`config.mk`:
```
export PLATFORM = sky130hd
export DESIGN_NAME = acs_butterfly
export DESIGN_NICKNAME = d
export VERILOG_FILES = /design/src/rtl/acs_butterfly.sv
export SDC_FILE = /design/constraint.sdc
export NUM_CORES = 1
export LEC_CHECK = 0
export ABC_CLOCK_PERIOD_IN_PS = 13450
export BUFFER_PORTS_ARGS = -buffer_cell sky130_fd_sc_hd__clkbuf_2
export CORE_MARGIN = 1.5
export CORE_UTILIZATION = 35
export DETAILED_ROUTE_END_ITERATION = 12
export GPL_ROUTABILITY_DRIVEN = 0
export REMOVE_ABC_BUFFERS = 1
export SYNTH_ARGS = -nofsm -noshare
export SYNTH_HDL_FRONTEND = slang
export SYNTH_SLANG_ARGS = --single-unit
```
`constraint.sdc`:
```
create_clock -name clk -period 13.45 [get_ports clk]
set_input_delay 0.6725 -clock clk [delete_from_list [all_inputs] [get_ports clk]]
set_output_delay 0.6725 -clock clk [all_outputs]
set_load 0.01 [all_outputs]
```
`src/rtl/acs_butterfly.sv`:
```
module acs_butterfly #(
  parameter int W  = 16,
  parameter int NS = 16
) (
  input  logic                           clk,
  input  logic                           rst_n,
  input  logic                           start,
  input  logic [W-1:0]                   bm_in,
  input  logic                           load_en,
  input  logic [$clog2(NS)-1:0]          load_addr,
  input  logic [W-1:0]                   load_data,
  input  logic [$clog2(NS)-1:0]          mon_addr,
  output logic [W-1:0]                   mon_data,
  output logic                           busy,
  output logic [$clog2(NS/2)-1:0]        bfly_idx,
  output logic                           dec_valid,
  output logic [NS-1:0]                  dec_word
);
  localparam int AW   = $clog2(NS);
  localparam int HALF = NS / 2;
  localparam int BW   = $clog2(HALF);
  localparam logic [BW-1:0] LAST = BW'(HALF - 1);

  logic [W-1:0]  mem [2][NS];
  logic [1:0]    norm;
  logic          cur;
  logic [1:0]    phase;
  logic [W-1:0]  ma, mb, a;
  logic [NS-1:0] dec_acc, dec_next;
  logic          all_msb;

  function automatic logic [W-1:0] add_sat(input logic [W-1:0] x, input logic [W-1:0] y);
    logic [W:0] s;
    s = {1'b0, x} + {1'b0, y};
    return s[W] ? {W{1'b1}} : s[W-1:0];
  endfunction

  function automatic logic [W-1:0] sub_sat(input logic [W-1:0] x, input logic [W-1:0] y);
    return (x < y) ? '0 : x - y;
  endfunction

  wire [W-1:0]  cur_mask = ~{norm[cur], {(W-1){1'b0}}};
  wire [AW-1:0] rd_addr  = {phase[0], bfly_idx};
  wire [W-1:0]  old_val  = mem[cur][rd_addr] & cur_mask;
  wire [AW-1:0] wr_addr  = {bfly_idx, phase[0]};

  wire [W-1:0] cand_up = phase[0] ? sub_sat(ma, a) : add_sat(ma, a);
  wire [W-1:0] cand_lo = phase[0] ? add_sat(mb, a) : sub_sat(mb, a);
  wire         pick    = cand_lo < cand_up;
  wire [W-1:0] win     = pick ? cand_lo : cand_up;

  assign mon_data = mem[cur][mon_addr] & cur_mask;

  always_comb begin
    dec_next = dec_acc;
    dec_next[wr_addr] = pick;
  end

  always_ff @(posedge clk) begin
    if (!busy && load_en)
      mem[cur][load_addr] <= load_data;
    else if (busy && phase[1])
      mem[~cur][wr_addr] <= win;
  end

  always_ff @(posedge clk or negedge rst_n) begin
    if (!rst_n) begin
      busy      <= 1'b0;
      cur       <= 1'b0;
      norm      <= '0;
      phase     <= '0;
      bfly_idx  <= '0;
      ma        <= '0;
      mb        <= '0;
      a         <= '0;
      dec_acc   <= '0;
      dec_word  <= '0;
      dec_valid <= 1'b0;
      all_msb   <= 1'b0;
    end else begin
      dec_valid <= 1'b0;
      if (!busy) begin
        if (load_en) norm[cur] <= 1'b0;
        if (start) begin
          busy     <= 1'b1;
          phase    <= '0;
          bfly_idx <= '0;
          all_msb  <= 1'b1;
        end
      end else begin
        phase <= phase + 2'd1;
        case (phase)
          2'd0: ma <= old_val;
          2'd1: begin mb <= old_val; a <= bm_in; end
          default: begin
            dec_acc <= dec_next;
            all_msb <= all_msb & win[W-1];
          end
        endcase
        if (phase == 2'd3) begin
          bfly_idx <= bfly_idx + 1'b1;
          if (bfly_idx == LAST) begin
            busy       <= 1'b0;
            cur        <= ~cur;
            norm[~cur] <= all_msb & win[W-1];
            dec_valid  <= 1'b1;
            dec_word   <= dec_next;
          end
        end
      end
    end
  end

  assert_strobe_idle_R6: assert property (@(posedge clk) disable iff (!rst_n)
    dec_valid |-> !busy);
  assert_stage_first_R7: assert property (@(posedge clk) disable iff (!rst_n)
    $rose(busy) |-> bfly_idx == '0);
  assert_index_steady_R7: assert property (@(posedge clk) disable iff (!rst_n)
    (busy && phase != 2'd0) |-> $stable(bfly_idx));
  assert_bank_frozen_R9: assert property (@(posedge clk) disable iff (!rst_n)
    (busy && $past(busy) && $stable(mon_addr)) |-> $stable(mon_data));
endmodule

```
* Yosys cells after proc, flatten, opt, wreduce, memory -nomap -nowiden
Memory sizes are Yosys's and may differ from the RTL's.
Index checks and enable logic that the tools add are counted.
** Word-level totals
- Flip-flop bits (word level) :: 91
- Bits in writable memories :: 512
- Input bits :: 44
- Output and inout bits :: 37
- Word-level logic and storage cells :: 126
- Memories kept :: 1
** Operators by class
- Add/subtract/negate cells :: 6
- $lt $le $gt $ge :: 15
- Equal/unequal tests :: 6
- Muxes and demuxes :: 54
- Bitwise logic cells :: 12
- Reductions and logical operators :: 20
** Memory list
- mem :: depth 2, width 256, rd ports 1, clocked after memory_dff 0, wr ports 1, line 24 : logic [W-1:0] mem [2][NS];
** Operators by type and width (number)
- $mux 256 :: 4
- $reduce_or 256->1 :: 1
- $mux 16 :: 13
- $bmux 16 s4 :: 2
- $demux 16 s4 :: 2
- $lt 16x16->1 :: 3
- $add 16x16->17 :: 2
- $and 16x16->16 :: 2
- $sub 16x16->16 :: 2
- $ge 5x5->1 const B :: 4
- $not 4->5 :: 4
- $mux 1 :: 19
- $bwmux 16 :: 1
- $not 16->16 :: 1
- $mux 2 :: 6
- $lt 5x1->1 const B :: 2
- $reduce_and 2->1 :: 5
- $mux 3 :: 3
- $logic_and 1x1->1 :: 7
- $reduce_and 3->1 :: 2
- $lt 4x5->1 const B :: 1
- $demux 1 s4 :: 1
- $ge 4x1->1 const B :: 1
- $lt 1x2->1 const B :: 2
- 18 further kinds :: 23

* Longest topological paths before layout
Gate-level depths: netlist (run 1).
- Depth in word-level cells :: 10
- Depth in mapped cells :: 24
- Gate-level depth less buffers :: 21

* Worst setup path after synthesis (run 1)
Ideal clock, no wire load.
- Kind :: register to register
- From :: reg a[0]
- To :: mem mem[0][104] (netlist name), data pin
- Library setup time :: 454 ps
- Data arrival time :: 6140 ps
- Data required time :: 12996 ps
- Path slack :: 6856 ps
- Stages on the path, launching flop included :: 22
- Path buffers :: 2
- Period minus slack after synthesis :: 6594 ps
- Path through :: dfrtp_1 -> ha_1 -> fa_1 -> nor2b_1 -> o211ai_2 -> a211oi_1 -> or4_4 -> o31a_1 -> clkbuf_1 -> nand2b_1 -> o22ai_1 -> ha_1 -> a21o_1 -> a21oi_1 -> nor2b_1 -> or4_1 -> a211oi_1 -> o31a_1 -> o21a_1 -> buf_6 -> mux2_2 -> o21ai_0
** Between the ends
- Longest elaborated chain between the ends :: 6
- Elaborated cells between the ends (all ways) :: 15
- Classes of those cells :: 4 x add/sub; 3 x order compare; 8 x mux
** Ends and longest elaborated chain
- start, declared :: line 28 : logic [W-1:0] ma, mb, a;
- start signal, assigned :: line 94 : 2'd1: begin mb <= old_val; a <= bm_in; end
- $sub 16x16->16 (tied with other cells) :: line 39 : return (x < y) ? '0 : x - y;
- $mux 16 (on tied branches) :: line 39, 35
- $mux 16 (on tied branches) :: line 48, 47
- $lt 16x16->1 :: line 49 : wire pick = cand_lo < cand_up;
- $mux 16 (*) :: line 50 : wire [W-1:0] win = pick ? cand_lo : cand_up;
- $mux 256 (no source line) (*)
- end, declared :: line 24
Mark *: on every way between the ends. The rest lies on a longest branch, timed or not.

* Worst setup path after layout (run 1)
- From :: reg a[0]
- To :: mem mem[0][255] (netlist name), data pin
The elaborated chain is that of the path after synthesis.

==> flow_summary.ini, run 1 <==
[yosys]
synth_edf_count = 512
yosys.area_share.simple_pct = 5.715
synth_top_area_share_pct = 48.04
async_flop_share_pct = 15.09
ys_seq_elements = 603
synthTopCellsByArea = edfxtp_1, mux4_2, dfrtp_1, mux2i_1, ha_1
post_synth_most_frequent_cells = edfxtp_1, mux4_2, mux2i_1, nand2_1, nor2_1
synth_area_sq_um = 32010
yosysMostFrequentCell = edfxtp_1
synth_top_family_by_area = multiplexers
yosys-mux-area-fraction_pct = 23.56
synth_ff_type = edfxtp_1
synth-xor-area-share_pct = 1.040
syn_inst = 2181
synth_area_per_cell_sq_um = 14.67
yosys_warnings = 0
synth_fa_ha_area_share_pct = 3.534
synth_compound_gate_area_share_pct = 8.425
yosysSeqAreaShare_pct = 55.15
ys_types = 73
yosys.area.top_type = edfxtp_1

[finish]
drive_above_1_share_pct = 26.68
area_growth_pct = 13.33
multi_input_area_sq_um = 13970
seqCellArea_sq_um = 17660
finalInstanceArea_sq_um = 36270
nNetsFinal = 2350
nFillCells = 8229

[clock_network]
numClockSinks = 603
clk_latency_ps = 640
max-clock-path-buffers = 3
postCtsSetupBuffers = 0
htree_num_levels = 3
root_buffer = clkbuf_16
cts_tree = built
numCtsBuffers = 67
clk_pin_slew_ps = 60

[sta]
rsz0062_at_grt = no
timing.final.crit_share_pct = 54.01
max_freq_mhz = 137.7
hold_viol = 0
worst_pin_slew_ps = 1244
fin_crit_ps = 7265
setup_viol = 0
slew_viol_final = 0
relSlewSlack_pct = 17.09
fin_worst_skew_ps = 38.59

[run]
drv_cap = 0

[die]
die_height_um = 305.4
start_util_pct = 35.45
pin_count = 81
core_area_sq_um = 90290
dieArea_sq_um = 93270
placementRows = 110
die_x_um = 305.4

[critical_path]
worstPathMaxFanout = 56
cp.required_ps = 13740
path_class = flop to flop
startpoint = a[0]$_DFFE_PN0P_
ff2ff_setup_slack_ps = 6190
timing.rr.end = mem[0][255]$_DFFE_PP_
critical_path_arrival_ps = 7550
r2r_start = a[0]$_DFFE_PN0P_
end_kind = flop
worstSetupStartpointType = flop
worstSetupEndpoint = mem[0][255]$_DFFE_PP_
reg2reg_depth = 19

[route]
firstDrtPassIters = 8
first_iter_violations = 2553
drtAntennaViolNets = 0
wl_mm = 102.4
viasPerCell = 6.200
vias = 21366
drc = 0
wire_per_inst_um = 29.71

[min_path]
hold_path.class = primary input to flop

[global_route]
track_usage_pct = 21.76
antenna_found_initial = 7
grt_pass1_wl_mm = 148.3
grt_pass1_vias = 21457
grt_max_degree = 135
grt_overflow = 0

[place]
dp_hpwl_mm = 64.72
dpl-instance-area_sq_um = 34030
numPortBuffers = 80

[run_status]
outcome = finished clean
[sequential cells by signal, indices dropped and copies added (netlist names)]
register   cells
phase          2
mem          512
dec_acc       16
dec_valid      1
busy           1
all_msb        1
ma            16
dec_word      16
cur            1
a             16
bfly_idx       3
norm           2
mb            16
[worst max-delay path, stage by stage, from the launching register on]
cell and delay (ps):
dfrtp_1 430, ha_1 240, fa_1 410, nor2b_1 180, o211ai_2 260, a211oi_1 110, or4_4 570, o31a_1 420
nand2b_1 270, o22ai_1 260, ha_1 290, a21o_1 160, a21oi_1 140, nor2b_1 80, or4_1 460, a211oi_1 220
o31a_1 190, o21a_2 810, mux2i_1 480, o21ai_2 920
[routing by layer]
metal | vias to the layer above | part of all wire (%) | GRT usage [%]
li1 | 8834 | - | -
met3 | 212 | 10 | 4.458
met4 | 4 | 3.7 | 8.203
met1 | 11116 | 40 | 29.60
met5 | - | 0.024 | 0
met2 | 1200 | 46 | 34.33
[worst min-delay path by stage]
| stage | startpoint | slack (ps) | depth (start not counted) | end |
|---|---|---|---|---|
| final | bm_in[4] | 300 | 2 | a[4]$_DFFE_PN0P_ |
| after global routing | bm_in[1] | 290 | 2 | a[1]$_DFFE_PN0P_ |
| after CTS | bm_in[11] | 280 | 2 | a[11]$_DFFE_PN0P_ |
| after detailed placement | dec_word[9]$_DFFE_PN0P_ | 480 | 2 | dec_word[9]$_DFFE_PN0P_ |
| after global placement | dec_word[9]$_DFFE_PN0P_ | 470 | 2 | dec_word[9]$_DFFE_PN0P_ |
| after floorplan | rst_n | 380 | 0 | a[0]$_DFFE_PN0P_ |
[kinds of logic (layout without fill, tap and decap cells)]
| group | count (synthesis) | in the layout |
|---|---|---|
| AO/OA/AOI/OAI | 407 | 407 |
| XOR/XNOR | 38 | 38 |
| adder cells (fa/ha/maj) | 88 | 88 |
| buffers and inverters | 209 | 296 |
| flip-flops | 603 | 603 |
| multiplexers | 446 | 446 |
| other | 0 | 2 |
| AND/OR/NAND/NOR | 390 | 390 |
[cell usage in the layout (no fill, tap or decap), types with 17 or more instances in the layout]
cell type | netlist | final
nor2_1 | 108 | 106
o21ai_4 | 0 | 26
nand2_1 | 125 | 123
a31oi_1 | 25 | 20
a21oi_1 | 68 | 68
nor2b_1 | 23 | 22
mux2_2 | 79 | 79
nand3_1 | 33 | 33
mux4_2 | 238 | 238
buf_4 | 0 | 41
a22oi_1 | 32 | 32
o21ai_0 | 107 | 73
o221ai_1 | 17 | 17
ha_1 | 84 | 84
clkbuf_16 | 0 | 68
edfxtp_1 | 512 | 512
clkbuf_1 | 101 | 17
dfrtp_1 | 91 | 86
nand4_1 | 20 | 20
inv_1 | 53 | 53
clkbuf_2 | 0 | 77
xnor2_1 | 33 | 33
nand2b_1 | 18 | 18
a221oi_1 | 17 | 17
mux2i_1 | 129 | 129
[stage by stage]
step | TNS (ps) | std cells | setup slack (ps) | hold WS (ps) | utilization, %
after CTS | 0 | 3444 | 5969 | 277.3 | 40.16
after floorplan | -2108190 | 2027 | -5931 | 376.9 | -
after global routing | 0 | 3444 | 5672 | 289.3 | 40.17
final | 0 | 3446 | 6185 | 302.2 | 40.18
after global placement | 0 | 3324 | 6164 | 474.3 | 37.70
after detailed placement | 0 | 3324 | 5973 | 478.2 | 37.70
[cell type report]
cell class | count | share of cell area [%]
tap | 1176 | 4.056
antenna | 2 | 0.01380
sequential | 603 | 48.69
timing repair buffer | 122 | 2.039
clock inverter | 31 | 1.128
inverter | 55 | 0.5691
clock buffer | 88 | 4.981
multi-input combinational | 1369 | 38.52
[repair_timing]
action,in CTS,in global routing
hold endpoints to repair,24,0
resized for setup,0,0
hold buffers,1,0
Power of run 1 is left out: the tool's default activity adds up to more than one toggle a clock period on the data nets, which glitch-free logic cannot reach.
==> inputs of run 2 (changes only) <==
--- a/config.mk
+++ b/config.mk
@@ -5,7 +5,7 @@
 export SDC_FILE = /design/constraint.sdc
 export NUM_CORES = 1
 export LEC_CHECK = 0
-export ABC_CLOCK_PERIOD_IN_PS = 13450
+export ABC_CLOCK_PERIOD_IN_PS = 6700
 export BUFFER_PORTS_ARGS = -buffer_cell sky130_fd_sc_hd__clkbuf_2
 export CORE_MARGIN = 1.5
 export CORE_UTILIZATION = 35
==> constraint.sdc (replaced) <==
create_clock -name clk -period 6.7 [get_ports clk]
set_input_delay 0.335 -clock clk [delete_from_list [all_inputs] [get_ports clk]]
set_output_delay 0.335 -clock clk [all_outputs]
set_load 0.01 [all_outputs]
==> run 2 against run 1 <==
Net effect:
- global-route usage up 0.37 points
- critical path depth up 1
- worst hold slack got worse by 310 ps
- design area grew 1.4%
- clock skew fell by 2.1 ps
- largest cell class unchanged
- clock-buffer cell count down 3
- routed wire length grew 2.1%
- first-iteration DRC count is 2.9% higher
- critical path type unchanged
- final cell count grew 1.5%
- setup slack got worse by 5600 ps
- via count increased by 0.93%
- the flow now finishes with violations (hold timing)
- fmax rose by 18%
==> flow_summary.ini, run 2 (same netlist as run 1, synthesis figures left out) <==
[critical_path]
crit_family = compound AO/OA/AOI/OAI gates
worstPathCellList = ha_1, fa_1, nor2b_1, o211ai_2, a211oi_1, or4_4, o31a_1, nand2b_1, o22ai_1, ha_1, a21o_1, a21oi_1, nor2b_1, or4_1, a211oi_1, o31a_1, o21a_2, buf_4, mux2i_1, o21ai_4
path_class = flop to flop
critical_path_arrival_ps = 6470
worstPathMaxFanout = 32
startpoint = a[0]$_DFFE_PN0P_
worstSetupStartpointType = flop
worstSetupEndpoint = mem[0][244]$_DFFE_PP_
worst_path_max_delay_cell = o21ai_4
critical_path_depth = 20
end_kind = flop
timing.rr.end = mem[0][244]$_DFFE_PP_
r2r_start = a[0]$_DFFE_PN0P_
cp_slowest_stage_delay_ps = 640
ff2ff_setup_slack_ps = 540
path_buf_inv = 1
reg2reg_depth = 20
cp.required_ps = 7020

[run_status]
outcome = finished with violations
violations = hold timing

[clock_network]
numCtsBuffers = 69
clk_latency_ps = 650
max-clock-path-buffers = 3
numClockSinks = 603
htree_num_levels = 3
cts_tree = built
clk_pin_slew_ps = 60
postCtsSetupBuffers = 0
root_buffer = clkbuf_16

[die]
die_x_um = 305.4
start_util_pct = 35.45
placementRows = 110
core_area_sq_um = 90290
dieArea_sq_um = 93270
die_height_um = 305.4
pin_count = 81

[finish]
post-route-util_pct = 40.76
drive_above_1_share_pct = 27.89
largest_register_ffs = 512
nFillCells = 8228
nNetsFinal = 2398
layout_common_cells = edfxtp_1, mux4_2, mux2i_1
area_growth_pct = 14.98
top_register = mem
final_common_cell = edfxtp_1

[sta]
fin_crit_ps = 6156
hold_viol = 1
relSlewSlack_pct = 13.75
max_freq_mhz = 162.5
setup_viol = 0
fin_worst_skew_ps = 36.48
rsz0062_at_grt = no
slew_viol_final = 0
worst_pin_slew_ps = 1289
worst_slack_ps = 544.3
hold_ws_ps = -5.623
timing.final.crit_share_pct = 91.88

[route]
wire_per_inst_um = 29.88
drc = 0
wl_mm = 104.5
first_iter_violations = 2627
firstDrtPassIters = 5
drtAntennaViolNets = 0
viasPerCell = 6.165
vias = 21565

[place]
numPortBuffers = 80
dp_hpwl_mm = 64.88
pre_cts_ws_ps = 275.5

[global_route]
grt_max_degree = 80
track_usage_pct = 22.13
grt_pass1_wl_mm = 149.4
grt_pass1_vias = 21394
antenna_found_initial = 6
grt_overflow = 0

[min_path]
hold_path.class = primary input to flop

[run]
drv_cap = 0
run 2: worst min path at each step:
stage	startpoint	end	slack [ps]	cells past startpoint
after floorplan	rst_n	a[0]$_DFFE_PN0P_	40	0
final	bm_in[4]	a[4]$_DFFE_PN0P_	-6	2
after global routing	bm_in[1]	a[1]$_DFFE_PN0P_	3	2
after CTS	bm_in[4]	a[4]$_DFFE_PN0P_	8	2
after global placement	rst_n	a[4]$_DFFE_PN0P_	330	1
after detailed placement	rst_n	mb[1]$_DFFE_PN0P_	340	1
run 2: metal layers:
metal | track usage (%) | routed length, um
met5 | 0 | 25
met4 | 7.405 | 3542
met3 | 4.000 | 10020
met2 | 34.59 | 47830
met1 | 31.13 | 43120
run 2: cell type report:
| type | instances | area, sq um | share of cell area [%] |
|---|---|---|---|
| Antenna cell | 2 | 5.005 | 0.01360 |
| Clock inverter | 40 | 505.5 | 1.374 |
| Tap cell | 1176 | 1471 | 3.999 |
| Inverter | 55 | 206.4 | 0.5610 |
| Sequential cell | 603 | 17660 | 48.00 |
| Multi-Input combinational cell | 1369 | 14010 | 38.07 |
| Timing Repair Buffer | 168 | 1132 | 3.077 |
| Clock buffer | 85 | 1807 | 4.910 |
run 2: repair_timing:
item,4_1_cts,5_1_grt
hold endpoints to repair,48,0
resized for setup,0,7
hold buffers,15,0
setup endpoints to repair,0,224
run 2: metrics by stage:
step           cell area (sq um)  setup TNS (ps)  std cells  hold slack, ps
3_3_place_gp               34290               0       3356           327.1
5_1_grt                    36790               0       3496           3.145
4_1_cts                    36750               0       3496           8.116
2_1_floorplan              31390        -6046720       2027           39.41
6_report                   36800               0       3498          -5.623
3_5_place_dp               34290               0       3356           342.0
Power of run 2 is left out for the same reason.
